### config.mk
export PLATFORM = sky130hd
export DESIGN_NAME = cmd_reply_serial_master
export DESIGN_NICKNAME = d
export VERILOG_FILES = /design/src/rtl/crsm_pkg.sv /design/src/rtl/crsm_fifo.sv /design/src/rtl/crsm_sclk_div.sv /design/src/rtl/crsm_frame_ctrl.sv /design/src/rtl/cmd_reply_serial_master.sv
export SDC_FILE = /design/constraint.sdc
export NUM_CORES = 1
export LEC_CHECK = 0
export BUFFER_PORTS_ARGS = -buffer_cell sky130_fd_sc_hd__buf_4
export CORE_MARGIN = 5
export CORE_UTILIZATION = 40
export DETAILED_ROUTE_END_ITERATION = 7
export PLACE_DENSITY = 0.6
export SKIP_LAST_GASP = 1
export SLEW_MARGIN = 20
export SYNTH_ARGS = -nofsm -noshare
export SYNTH_HDL_FRONTEND = slang
export SYNTH_SLANG_ARGS = --single-unit
### constraint.sdc
create_clock -name clk_i -period 6.3 [get_ports clk_i]
set_input_delay 0.63 -clock clk_i [delete_from_list [all_inputs] [get_ports clk_i]]
set_output_delay 0.63 -clock clk_i [all_outputs]
set_load 0.1 [all_outputs]
### src/rtl/crsm_pkg.sv
package crsm_pkg;
  localparam int unsigned CMD_W = 8;

  typedef enum logic [2:0] {
    ST_IDLE,
    ST_CMD,
    ST_WAIT,
    ST_RESP,
    ST_TAIL
  } frame_st_e;
endpackage

### src/rtl/crsm_fifo.sv
module crsm_fifo #(
  parameter int W     = 8,
  parameter int DEPTH = 8
) (
  input  logic         clk_i,
  input  logic         rst_ni,
  input  logic         push_i,
  input  logic [W-1:0] data_i,
  input  logic         pop_i,
  output logic [W-1:0] data_o,
  output logic         full_o,
  output logic         empty_o
);
  localparam int AW = (DEPTH > 1) ? $clog2(DEPTH) : 1;
  localparam int CW = $clog2(DEPTH + 1);

  logic [W-1:0]  mem_q [DEPTH];
  logic [AW-1:0] wr_q, rd_q;
  logic [CW-1:0] cnt_q;
  logic          do_push, do_pop;

  assign full_o  = (cnt_q == CW'(DEPTH));
  assign empty_o = (cnt_q == '0);
  assign do_push = push_i && !full_o;
  assign do_pop  = pop_i && !empty_o;
  assign data_o  = mem_q[rd_q];

  function automatic logic [AW-1:0] nxt(input logic [AW-1:0] p);
    return (p == AW'(DEPTH - 1)) ? '0 : p + AW'(1);
  endfunction

  always_ff @(posedge clk_i or negedge rst_ni) begin
    if (!rst_ni) begin
      wr_q  <= '0;
      rd_q  <= '0;
      cnt_q <= '0;
    end else begin
      if (do_push) wr_q <= nxt(wr_q);
      if (do_pop)  rd_q <= nxt(rd_q);
      if (do_push && !do_pop)      cnt_q <= cnt_q + CW'(1);
      else if (do_pop && !do_push) cnt_q <= cnt_q - CW'(1);
    end
  end

  always_ff @(posedge clk_i) begin
    if (do_push) mem_q[wr_q] <= data_i;
  end
endmodule

### src/rtl/crsm_sclk_div.sv
module crsm_sclk_div #(
  parameter int DIV_W = 8
) (
  input  logic             clk_i,
  input  logic             rst_ni,
  input  logic             run_i,
  input  logic [DIV_W-1:0] div_i,
  output logic             tick_o
);
  logic [DIV_W-1:0] cnt_q;

  assign tick_o = run_i && (cnt_q == div_i);

  always_ff @(posedge clk_i or negedge rst_ni) begin
    if (!rst_ni)               cnt_q <= '0;
    else if (!run_i || tick_o) cnt_q <= '0;
    else                       cnt_q <= cnt_q + DIV_W'(1);
  end
endmodule

### src/rtl/crsm_frame_ctrl.sv
module crsm_frame_ctrl
  import crsm_pkg::*;
#(
  parameter int DIV_W    = 8,
  parameter int RESP_MIN = 4,
  parameter int RESP_MAX = 16,
  parameter int LEN_W    = 5
) (
  input  logic                clk_i,
  input  logic                rst_ni,
  input  logic                tx_empty_i,
  input  logic [CMD_W-1:0]    tx_data_i,
  output logic                tx_pop_o,
  input  logic [DIV_W-1:0]    div_cfg_i,
  input  logic [LEN_W-1:0]    len_cfg_i,
  input  logic                cont_cfg_i,
  input  logic                tick_i,
  output logic                run_o,
  output logic [DIV_W-1:0]    div_o,
  input  logic                sdi_i,
  output logic                sclk_o,
  output logic                cs_no,
  output logic                sdo_o,
  output logic                busy_o,
  output logic                rx_push_o,
  output logic [RESP_MAX-1:0] rx_word_o
);
  frame_st_e           st_q;
  logic                sclk_q, cs_q, cont_q;
  logic [CMD_W-1:0]    tx_sh_q;
  logic [RESP_MAX-1:0] rx_sh_q;
  logic [LEN_W-1:0]    cnt_q, len_q, len_clamped;
  logic [DIV_W-1:0]    div_q;
  logic                rise, fall, start, reply_end, chain, tail_done;

  always_comb begin
    if (len_cfg_i < LEN_W'(RESP_MIN))      len_clamped = LEN_W'(RESP_MIN);
    else if (len_cfg_i > LEN_W'(RESP_MAX)) len_clamped = LEN_W'(RESP_MAX);
    else                                   len_clamped = len_cfg_i;
  end

  // the tail half-period keeps sclk low, so a tick there is not a rising edge
  assign rise      = tick_i && !sclk_q && (st_q != ST_TAIL);
  assign fall      = tick_i && sclk_q;
  assign start     = (st_q == ST_IDLE) && !tx_empty_i;
  assign reply_end = fall && (st_q == ST_RESP) && (cnt_q == len_q);
  assign chain     = reply_end && cont_q && !tx_empty_i;
  assign tail_done = tick_i && (st_q == ST_TAIL);

  assign tx_pop_o  = start || chain;
  assign rx_push_o = chain || tail_done;
  assign rx_word_o = rx_sh_q;
  assign run_o     = (st_q != ST_IDLE);
  assign div_o     = div_q;
  assign sclk_o    = sclk_q;
  assign cs_no     = cs_q;
  assign busy_o    = (st_q != ST_IDLE);
  assign sdo_o     = (st_q == ST_CMD) && tx_sh_q[CMD_W-1];

  always_ff @(posedge clk_i or negedge rst_ni) begin
    if (!rst_ni) begin
      st_q    <= ST_IDLE;
      sclk_q  <= 1'b0;
      cs_q    <= 1'b1;
      cont_q  <= 1'b0;
      tx_sh_q <= '0;
      rx_sh_q <= '0;
      cnt_q   <= '0;
      len_q   <= LEN_W'(RESP_MIN);
      div_q   <= '0;
    end else begin
      if (rise)      sclk_q <= 1'b1;
      else if (fall) sclk_q <= 1'b0;

      unique case (st_q)
        ST_IDLE: if (start) begin
          st_q    <= ST_CMD;
          cs_q    <= 1'b0;
          tx_sh_q <= tx_data_i;
          cnt_q   <= '0;
          len_q   <= len_clamped;
          div_q   <= div_cfg_i;
          cont_q  <= cont_cfg_i;
        end
        ST_CMD: begin
          if (rise) cnt_q <= cnt_q + LEN_W'(1);
          if (fall) begin
            if (cnt_q == LEN_W'(CMD_W)) begin
              st_q  <= ST_WAIT;
              cnt_q <= '0;
            end else begin
              tx_sh_q <= {tx_sh_q[CMD_W-2:0], 1'b0};
            end
          end
        end
        ST_WAIT: if (fall) begin
          st_q    <= ST_RESP;
          rx_sh_q <= '0;
        end
        ST_RESP: begin
          if (rise) begin
            rx_sh_q <= {rx_sh_q[RESP_MAX-2:0], sdi_i};
            cnt_q   <= cnt_q + LEN_W'(1);
          end
          if (reply_end) begin
            if (chain) begin
              st_q    <= ST_CMD;
              tx_sh_q <= tx_data_i;
              cnt_q   <= '0;
            end else begin
              st_q <= ST_TAIL;
            end
          end
        end
        ST_TAIL: if (tick_i) begin
          st_q <= ST_IDLE;
          cs_q <= 1'b1;
        end
        default: st_q <= ST_IDLE;
      endcase
    end
  end
endmodule

### src/rtl/cmd_reply_serial_master.sv
module cmd_reply_serial_master
  import crsm_pkg::*;
#(
  parameter int DIV_W      = 8,
  parameter int RESP_MIN   = 4,
  parameter int RESP_MAX   = 16,
  parameter int FIFO_DEPTH = 8,
  localparam int LEN_W     = $clog2(RESP_MAX + 1)
) (
  input  logic                clk_i,
  input  logic                rst_ni,
  input  logic                tx_push_i,
  input  logic [CMD_W-1:0]    tx_data_i,
  output logic                tx_full_o,
  output logic                tx_empty_o,
  input  logic                rx_pop_i,
  output logic [RESP_MAX-1:0] rx_data_o,
  output logic                rx_full_o,
  output logic                rx_empty_o,
  input  logic [DIV_W-1:0]    div_i,
  input  logic [LEN_W-1:0]    resp_len_i,
  input  logic                cont_i,
  output logic                sclk_o,
  output logic                cs_no,
  output logic                sdo_o,
  input  logic                sdi_i,
  output logic                busy_o,
  output logic                overrun_o
);
  logic                tx_pop, rx_push, run, tick, ovr_q;
  logic [CMD_W-1:0]    tx_head;
  logic [RESP_MAX-1:0] rx_word;
  logic [DIV_W-1:0]    div_act;

  crsm_fifo #(.W(CMD_W), .DEPTH(FIFO_DEPTH)) i_tx_fifo (
    .clk_i, .rst_ni,
    .push_i (tx_push_i),
    .data_i (tx_data_i),
    .pop_i  (tx_pop),
    .data_o (tx_head),
    .full_o (tx_full_o),
    .empty_o(tx_empty_o)
  );

  crsm_fifo #(.W(RESP_MAX), .DEPTH(FIFO_DEPTH)) i_rx_fifo (
    .clk_i, .rst_ni,
    .push_i (rx_push),
    .data_i (rx_word),
    .pop_i  (rx_pop_i),
    .data_o (rx_data_o),
    .full_o (rx_full_o),
    .empty_o(rx_empty_o)
  );

  crsm_sclk_div #(.DIV_W(DIV_W)) i_div (
    .clk_i, .rst_ni,
    .run_i (run),
    .div_i (div_act),
    .tick_o(tick)
  );

  crsm_frame_ctrl #(
    .DIV_W(DIV_W), .RESP_MIN(RESP_MIN), .RESP_MAX(RESP_MAX), .LEN_W(LEN_W)
  ) i_ctrl (
    .clk_i, .rst_ni,
    .tx_empty_i(tx_empty_o),
    .tx_data_i (tx_head),
    .tx_pop_o  (tx_pop),
    .div_cfg_i (div_i),
    .len_cfg_i (resp_len_i),
    .cont_cfg_i(cont_i),
    .tick_i    (tick),
    .run_o     (run),
    .div_o     (div_act),
    .sdi_i,
    .sclk_o,
    .cs_no,
    .sdo_o,
    .busy_o,
    .rx_push_o (rx_push),
    .rx_word_o (rx_word)
  );

  always_ff @(posedge clk_i or negedge rst_ni) begin
    if (!rst_ni)                  ovr_q <= 1'b0;
    else if (rx_push && rx_full_o) ovr_q <= 1'b1;
  end
  assign overrun_o = ovr_q;
endmodule

==> results.yml, run 1 <==
outcome:
  status: "completed"
final_layout:
  multiInputGateArea_mm2: 0.003368
  fin_nets: 813
  area_delta_synth_final_pct: 15.93
  antenna_cells: 0
  stdcell_count: 1167
  layout_commonest_cell: "edfxtp_1"
  design_area_mm2: 0.01299
  register_area_mm2: 0.007697
  n_fill_cell: 2410
  layout_common_cells: "edfxtp_1, nand2_1, dfrtp_1, buf_4, mux4_2"
  drive_gt1_share_pct: 26.36
yosys:
  ys_warn_count: 0
  synth_xor_area_share_pct: 2.188
  syn-instance-count: 703
  synthMuxAreaShare_pct: 13.48
  synthAdderAreaFrac_pct: 2.255
  synth_top_family_by_area: "multiplexers"
  synth_fp_nets: 749
  synth_area_mm2: 0.01121
  synthArstFlopShare_pct: 28.62
  synth_seq_cells: 269
  synthDistinctLibCells: 57
  yosysSeqAreaShare_pct: 68.67
  synth_edf_count: 192
  yosys.area_share.simple_pct: 7.861
  synth_flop_cell: "edfxtp_1"
  synth_compound_area_share_pct: 3.964
  avgSynthCellArea_um2: 15.94
floorplan:
  dieArea_mm2: 0.03146
  die_x_um: 177.4
  core-area_mm2: 0.02771
  initial_core_util_pct: 40.45
  fp.dieH_um: 177.4
  row_count: 61
  pin_count: 52
clock_network:
  cts.repair.resized: 0
  cts.clk_slew.worst_paths_ps: 60
  ctsHoldBuffers: 0
  clk_latency_ps: 530
  htree_num_levels: 1
  cts-root-buf: "clkbuf_16"
  tritoncts: "done"
  numCtsBuffers: 28
  cts.path.max_buffers: 3
  cts.sinks: 269
  post_cts_buffers: 0
worst_setup_path:
  required_ps: 6710
  cp_slowest_stage_delay_ps: 640
  arrival_ps: 4030
  slowest_stage: "and3b_1"
  crit_path_end_kind: "flip-flop"
  path_class: "flip-flop to flip-flop"
  start_kind: "flip-flop"
  path_cells: "and3b_1 -> nand3_2 -> or3_4 -> o21ai_1 -> inv_1 -> ha_1 -> inv_1 -> ha_1 -> a21o_1 -> a21oi_1 -> xnor2_1 -> nor2_1 -> xor2_1"
  crit_fanout: 18
place:
  dp_hpwl_um: 14400
  dpl_cell_area_mm2: 0.01207
  placedCellCount: 1115
  io_buffer_count: 51
  gp_congestion: 0.7608
drt:
  ant_nets: 0
  drt_first_pass_iters: 5
  routedWlPerCell_um: 18.76
  drc: 0
  vias: 6027
  wl_um: 21890
  drt_iter0_markers: 582
  vias_per_cell: 5.165
min_path:
  hold_class: "primary input to asynchronous set/reset pin"
sta:
  hold_viol_final: 0
  finalCritPeriodShare_pct: 57.48
  fin_hold_ws_ps: 142.8
  setup-tns-final_ps: 0
  setup_viol: 0
  rsz0062_at_grt: "false"
  skew_ps: 11.34
  fmax_mhz: 276.2
  max_slew_margin_pct: 24.94
  period_needed_ps: 3621
  slew_violations: 0
  tightest_slew_ps: 1110
pwr:
  leakage_nw: 4.373
  max-vdd-ir-drop_v: 0.0002385
  p_per_area_mw_per_mm2: 345.7
  power_w: 0.004491
grt:
  first_global_vias: 6204
  antenna_found_initial: 0
  grt_pass1_wl_um: 35040
  grt_max_degree: 78
  grt_overflow: 0
  grt_use_total_pct: 14.16
job:
  cap_violations: 0
-- power by group --
group,internal [W],switching [W],total (W)
clock network,0.000956,0.000644,0.00160
logic,0.000312,0.000395,0.000707
registers,0.00203,0.000151,0.00218
total,0.00330,0.00119,0.00449
-- sequential cells by signal, summed over array words and instances (netlist names) --
name	count
i_ctrl.cnt_q	5
i_ctrl.cont_q	1
i_ctrl.cs_no	1
i_ctrl.div_o	8
i_ctrl.len_q	5
i_ctrl.rx_word_o	16
i_ctrl.sclk_o	1
i_ctrl.st_q	3
i_ctrl.tx_sh_q	8
i_div.cnt_q	8
i_rx_fifo.cnt_q	4
i_rx_fifo.mem_q	128
i_rx_fifo.rd_q	3
i_rx_fifo.wr_q	3
i_tx_fifo.cnt_q	4
i_tx_fifo.mem_q	64
i_tx_fifo.rd_q	3
i_tx_fifo.wr_q	3
overrun_o	1
-- through the flow --
step | util [%] | setup WS (ps)
floorplan | - | 725.0
global placement | 43.58 | 2870
detailed placement | 43.58 | 2756
CTS | 46.87 | 2708
global route | 46.89 | 2381
finish | 46.89 | 2679
-- cells by family after synthesis --
family / after synthesis
XOR/XNOR: 28
multiplexers: 87
buffers and inverters: 43
AND/OR/NAND/NOR: 188
AO/OA/AOI/OAI: 69
adder cells (fa/ha/maj): 19
flip-flops: 269
-- cells in the mapped netlist, types with 3 or more instances --
cell type	n	share of area (%)
mux2_2	30	3.0
nand3_1	11	0.49
a21o_1	5	0.34
dfrtp_1	75	17
buf_1	4	0.13
nand2b_1	6	0.34
inv_1	11	0.37
a21oi_1	6	0.27
a31oi_1	7	0.39
nand2_1	102	3.4
and3_1	6	0.34
nor4_1	3	0.17
o21ai_0	36	1.6
buf_2	7	0.31
nor3_1	12	0.54
mux2i_1	8	0.71
xor2_1	8	0.63
xnor2_1	20	1.6
nor2_1	26	0.87
clkbuf_1	19	0.64
edfxtp_1	192	51
ha_1	17	1.9
mux4_2	48	9.6
-- worst max-delay path: cells and delay by family (launching register included) --
family | cells | cell delay (ps)
AND/OR/NAND/NOR | 4 | 1280
AO/OA/AOI/OAI | 3 | 690
buffers and inverters | 2 | 210
XOR/XNOR | 2 | 280
adder cells (fa/ha/maj) | 2 | 480
flip-flops | 1 | 570
-- routing by layer --
metal | vias up | global-route usage [%] | part of all wire (%)
met5 | - | 0 | 0
met4 | 0 | 3.384 | 2.2
met3 | 32 | 2.173 | 3.7
met2 | 128 | 24.95 | 52
met1 | 3081 | 18.60 | 42
li1 | 2786 | - | -
-- final timing paths --
check	start	end	slack [ps]	depth (start not counted)
max	i_ctrl.st_q[1]	i_tx_fifo.cnt_q[3]	2680	13
max in group asynchronous	rst_ni	i_rx_fifo.rd_q[0]	5640	1
min in group clk_i	resp_len_i[4]	i_ctrl.len_q[2]	280	2
min reg2reg	overrun_o	overrun_o	480	1
min	rst_ni	i_tx_fifo.wr_q[1]	140	1
max reg2reg	i_ctrl.st_q[1]	i_tx_fifo.cnt_q[3]	2680	13
-- area by class of cell --
class / count / share of cell area (%)
sequential: 269 / 59.25
multi-input combinational: 391 / 25.93
clock buffer: 30 / 5.615
timing repair buffer: 66 / 3.843
tap: 378 / 3.641
clock inverter: 22 / 1.406
inverter: 11 / 0.3178
Power figures use the tool's default switching activity.
==> run 2, diff against run 1 <==
ABC_AREA = 1   (was unset)
clock period = 3.4 ns   (was 6.3 ns; I/O delays follow)
==> results.yml, run 2 <==
outcome:
  status: "completed"
yosys:
  syn-instance-count: 1058
  synth_area_leaders: "edfxtp_1, dfrtp_1, nor2_1, nand2_1, o21ai_0"
  synthArstFlopShare_pct: 28.62
  synth.top_cells.by_count: "nor2_1, edfxtp_1, nand2_1, o21ai_0, dfrtp_1"
  synth_fp_nets: 1104
  synth_compound_area_share_pct: 9.474
  ys_warn_count: 0
  yosys.area_share.simple_pct: 16.28
  avgSynthCellArea_um2: 10.86
  synth_area_mm2: 0.01149
  synth_seq_cells: 269
  synth_top_family_by_area: "simple AND/OR/NAND/NOR gates"
  synthAdderAreaFrac_pct: 2.200
  yosysTopAreaCell: "edfxtp_1"
  synth_most_common_cell: "nor2_1"
  synth_xor_area_share_pct: 1.220
  synthDistinctLibCells: 39
  synth_top_area_share_pct: 50.18
  synth_edf_count: 192
  yosysSeqAreaShare_pct: 66.97
  synth_flop_cell: "edfxtp_1"
  synthMuxAreaShare_pct: 0
drt:
  ant_nets: 0
  drt_iter0_markers: 453
  routed-wl-met2_um: 11680
  wl_um: 23940
  routedWlPerCell_um: 15.59
  drt_first_pass_iters: 5
  met3_length_um: 895
  vias_per_cell: 4.965
  vias: 7622
  highest_layer: "met4"
  drc: 0
  drt-met1-wl_um: 10940
grt:
  grt_use_total_pct: 14.59
  grt_max_degree: 67
  first_global_vias: 7346
  antenna_found_initial: 0
  grt_pass1_wl_um: 39130
  grt_overflow: 0
floorplan:
  dieArea_mm2: 0.03221
  die_x_um: 179.5
  fp.dieH_um: 179.5
  core-area_mm2: 0.02855
  initial_core_util_pct: 40.25
  row_count: 62
  pin_count: 52
pwr:
  max-vdd-ir-drop_v: 0.0004959
  leakage_nw: 5.229
  power.share.clock_pct: 24.1
  seqPwrFrac_pct: 34.8
  p_sw_w: 0.005148
  combPwrFrac_pct: 41.1
  p_per_area_mw_per_mm2: 907.8
  internal-power_w: 0.006949
  switching_share_pct: 42.55
sta:
  slew_violations: 0
  rsz0062_at_grt: "false"
  setup-tns-final_ps: 0
  period_needed_ps: 2874
  max_slew_margin_pct: 39.35
  skew_ps: 14.39
  finalCritPeriodShare_pct: 84.52
  setup_viol: 0
  hold_viol_final: 0
  tightest_slew_ps: 906.3
  fmax_mhz: 348.0
clock_network:
  cts.repair.resized: 0
  clk_latency_ps: 540
  cts.clk_slew.worst_paths_ps: 60
  cts-root-buf: "clkbuf_16"
  numCtsBuffers: 29
  cts.path.max_buffers: 3
  cts.sinks: 269
  tritoncts: "done"
  htree_num_levels: 1
worst_setup_path:
  arrival_ps: 2530
  start_kind: "flip-flop"
  required_ps: 3060
  critPathTopFamily: "buffers and inverters"
  path_class: "flip-flop to output port"
  crit_buf_inv: 4
  reg2reg_slack_ps: 590
  crit_path_frequent_cell: "buf_4"
  cp_slowest_stage_delay_ps: 370
  path_cells: "buf_4 -> inv_1 -> buf_4 -> o21ai_0 -> o22ai_1 -> nor2_1 -> a31oi_1 -> buf_4"
  slowest_stage: "dfrtp_1"
  crit_fanout: 21
  crit_path_end_kind: "output port"
final_layout:
  largest_reg_flops: 128
  stdcell_count: 1535
  layout_common_cells: "nor2_1, edfxtp_1, nand2_1, o21ai_0, dfrtp_1"
  drive_gt1_share_pct: 13.03
  layout_commonest_cell: "nor2_1"
  antenna_cells: 0
  largest-register: "i_rx_fifo.mem_q"
  area_delta_synth_final_pct: 15.98
  fin_nets: 1175
place:
  gp_congestion: 0.7472
  placedCellCount: 1477
  dp_hpwl_um: 14840
  io_buffer_count: 51
min_path:
  hold_class: "primary input to flip-flop"
job:
  cap_violations: 0
-- run 2: cell types whose count changed after synthesis, sizes merged, moves of 7 or more --
cell,delta
inv,+60
mux2i,-8
clkbuf,+12
mux2,-31
nor2,+177
nand3,+32
o22ai,+32
o21ai,+96
nand2,+81
a31oi,+16
xnor2,-10
mux4,-48
nand2b,-7
-- run 2: metrics by stage --
step | hold WS [ps] | total power (W) | area (µm²) | util, % | setup WS (ps)
3_3_place_gp | 456.9 | 0.009245 | 12390 | 43.41 | 656.1
3_5_place_dp | 467.1 | 0.009307 | 12390 | 43.41 | 573.2
5_1_grt | 15.10 | 0.01287 | 13330 | 46.68 | 334.6
4_1_cts | 4.589 | 0.01224 | 13330 | 46.68 | 515.7
6_report | 20.12 | 0.01210 | 13330 | 46.68 | 526.4
2_1_floorplan | 44.41 | 0.008041 | 11510 | - | 206.3
-- run 2: power by group through the flow --
stage,logic (W),registers [W],clock network (W)
floorplan,0.00379,0.00425,0
global placement,0.00497,0.00427,0
detailed placement,0.00503,0.00428,0
CTS,0.00503,0.00422,0.00299
global route,0.00548,0.00427,0.00313
finish,0.00497,0.00422,0.00291
-- run 2: logic make-up (layout without fill, tap and decap cells) --
| group | after synthesis | after routing |
|---|---|---|
| and+or+nand+nor | 443 | 443 |
| DFF | 269 | 269 |
| AOI/OAI and AO/OA | 199 | 199 |
| buffers and inverters | 112 | 205 |
| adders and majority gates | 19 | 19 |
| xor gates and xnor gates | 16 | 16 |
-- run 2: worst register-to-register path, stage by stage (launching register included) --
cell and delay (ps):
dfrtp_1 400, inv_1 90, nand2_1 60, nand2_1 50, nand2_1 90, nor2_4 130, nand3_4 130, nor2_8 150
nand3_4 120, nand2_1 200, inv_1 70, ha_1 220, inv_1 110, ha_1 230, a21o_1 180, a21oi_1 160
nand2_1 70, nand2_1 60, nor2_1 40, xor2_1 130
-- run 2: cell type report --
cell class,count,area [µm²]
fillers,2682,15220
flip-flops and latches,269,7696
multi-input cells,677,3374
clock buffers,43,798.3
repair buffers,79,618.1
well taps,384,480.5
inverters,73,274.0
clock inverters,10,83.83
-- run 2: worst paths after layout --
path                                        start            endpoint  cells after the start
worst max-delay path            i_rx_fifo.rd_q[1]        rx_data_o[2]                      8
max in group asynchronous                  rst_ni     i_ctrl.len_q[2]                      3
worst min register to register  i_ctrl.tx_sh_q[6]   i_ctrl.tx_sh_q[6]                      2
min in group asynchronous                  rst_ni   i_tx_fifo.wr_q[2]                      2
worst min-delay path                     div_i[0]     i_ctrl.div_o[0]                      3
worst max register to register     i_div.cnt_q[4]  i_tx_fifo.cnt_q[3]                     19
-- run 2: per-layer routing --
metal	global-route usage [%]	vias to the layer above
met5	0	-
met4	2.895	0
met3	2.344	36
met2	25.20	109
met1	19.70	3693
li1	-	3784
-- run 2: what timing repair did --
| action | CTS | global route |
|---|---|---|
| setup buffers | 0 | 0 |
| hold buffers | 5 | 0 |
| setup endpoints to repair | 0 | 0 |
| hold endpoints to repair | 63 | 0 |
==> run 3, diff against run 2 <==
clock period = 2.65 ns   (was 3.4 ns; I/O delays follow)
==> results.yml, run 3 (synthesized netlist as in run 2, its figures left out) <==
sta:
  finalCritPeriodShare_pct: 94.88
  setup-tns-final_ps: 0
  fmax_mhz: 397.7
  period_needed_ps: 2514
  worst_slack_ps: 135.7
  tightest_slew_ps: 586.6
  max_slew_margin_pct: 60.85
  setup_viol: 0
  rsz0062_at_grt: "false"
  skew_ps: 17.05
  slew_violations: 0
  hold_viol_final: 0
place:
  dp_hpwl_um: 15460
  io_buffer_count: 51
  dp_slack_ps: -1.006
  dpl_cell_area_mm2: 0.01284
  gp_congestion: 0.8006
final_layout:
  largest-register: "i_rx_fifo.mem_q"
  design_area_mm2: 0.01407
  layout_common_cells: "edfxtp_1, nor2_1, nand2_1, o21ai_0, buf_4"
  layout_commonest_cell: "edfxtp_1"
  largest_reg_flops: 128
  fin_nets: 1228
  antenna_cells: 0
  drive_gt1_share_pct: 19.02
  area_delta_synth_final_pct: 22.49
min_path:
  whs_endpoint: "i_ctrl.len_q[1]"
  holdCritStartpoint: "resp_len_i[1]"
  hold_depth: 3
  hold_class: "primary input to flip-flop"
drt:
  drt_first_pass_iters: 5
  drt_iter0_markers: 436
  vias: 7775
  ant_nets: 0
  vias_per_cell: 4.896
  routedWlPerCell_um: 15.90
  wl_um: 25250
  drc: 0
clock_network:
  cts.sinks: 269
  numCtsBuffers: 28
  tritoncts: "done"
  htree_num_levels: 1
  cts.clk_slew.worst_paths_ps: 60
  cts.path.max_buffers: 3
  cts-root-buf: "clkbuf_16"
  clk_latency_ps: 540
pwr:
  combPwrFrac_pct: 42.9
  power_w: 0.01603
  p_per_area_mw_per_mm2: 1139
  switching_share_pct: 42.14
  max-vdd-ir-drop_v: 0.0007002
  power.share.clock_pct: 23.4
  seqPwrFrac_pct: 33.7
  leakage_nw: 5.470
  internal-power_w: 0.009277
  p_sw_w: 0.006758
grt:
  grt_overflow: 0
  grt_max_degree: 58
  first_global_vias: 7671
  grt_use_total_pct: 15.35
  grt_pass1_wl_um: 41000
  antenna_found_initial: 0
worst_setup_path:
  start_kind: "flip-flop"
  regToRegEndpoint: "i_rx_fifo.cnt_q[3]"
  reg2reg_slack_ps: 140
  path_class: "flip-flop to output port"
  crit_fanout: 35
  crit_path_end_kind: "output port"
  arrival_ps: 2250
  crit_start: "i_rx_fifo.rd_q[0]"
  worstReg2RegStart: "i_ctrl.div_o[6]"
  required_ps: 2380
  r2r_cells: 17
floorplan:
  initial_core_util_pct: 40.25
  die_x_um: 179.5
  row_count: 62
  dieArea_mm2: 0.03221
  pin_count: 52
  core-area_mm2: 0.02855
  fp.dieH_um: 179.5
outcome:
  status: "completed"
job:
  cap_violations: 0
-- run 3: cell count changes in the layout (fill, tap and decap cells not counted), sizes merged --
cell	delta
buf	+39
inv	-2
clkbuf	-2
dlygate4sd3	+15
clkinv	+2
bufinv	+1
-- run 3: area by class of cell --
class / instances / area, µm²
Clock inverter: 11 / 101.3
Timing Repair Buffer: 133 / 1144
Clock buffer: 41 / 780.7
Fill cell: 2606 / 14470
Sequential cell: 269 / 7699
Inverter: 73 / 287.8
Multi-Input combinational cell: 677 / 3581
Tap cell: 384 / 480.5
-- run 3: worst max-delay path, stage by stage (launching register included) --
cell,delay (ps)
dfrtp_2,360
buf_4,350
o21ai_0,160
o22ai_1,160
nor2_1,50
a31oi_1,270
buf_4,360
-- run 3: through the flow --
stage | std cells | hold slack [ps] | util, %
after floorplan | 1058 | -30.59 | -
after global routing | 1588 | 26.17 | 49.30
final | 1588 | 37.22 | 49.30
after detailed placement | 1505 | 173.6 | 44.97
after global placement | 1505 | 174.4 | 44.97
after CTS | 1580 | 5.987 | 48.90
-- run 3: worst max path at each step --
| stage | cells after the start | to | slack (ps) |
|---|---|---|---|
| 2_1_floorplan | 6 | rx_data_o[1] | -470 |
| 3_3_place_gp | 20 | i_rx_fifo.cnt_q[3] | 60 |
| 3_5_place_dp | 20 | i_rx_fifo.cnt_q[3] | -1 |
| 4_1_cts | 20 | i_rx_fifo.cnt_q[3] | 20 |
| 5_1_grt | 20 | i_tx_fifo.cnt_q[3] | 0.09 |
| 6_report | 6 | rx_data_o[1] | 140 |
-- run 3: routing by layer --
layer	GRT usage (%)	routed length (µm)	vias to the layer above
li1	-	-	3885
met3	2.526	1106	32
met5	0	0	-
met4	2.926	376	0
met1	20.58	11320	3712
met2	26.72	12440	146
-- run 3: power by group through the flow --
stage / Sequential [W] / Combinational, W / Clock, W
CTS: 0.00539 / 0.00687 / 0.00386
global route: 0.00547 / 0.00755 / 0.00406
global placement: 0.00546 / 0.00675 / 0
floorplan: 0.00546 / 0.00504 / 0
finish: 0.00540 / 0.00688 / 0.00376
detailed placement: 0.00547 / 0.00680 / 0
-- run 3: what timing repair did --
action	CTS	global route
resized for setup	5	12
hold buffers	20	0
endpoints found under the hold margin	151	0
endpoints found under the setup margin	1	3
buffers inserted	3	8
pin swaps	6	13
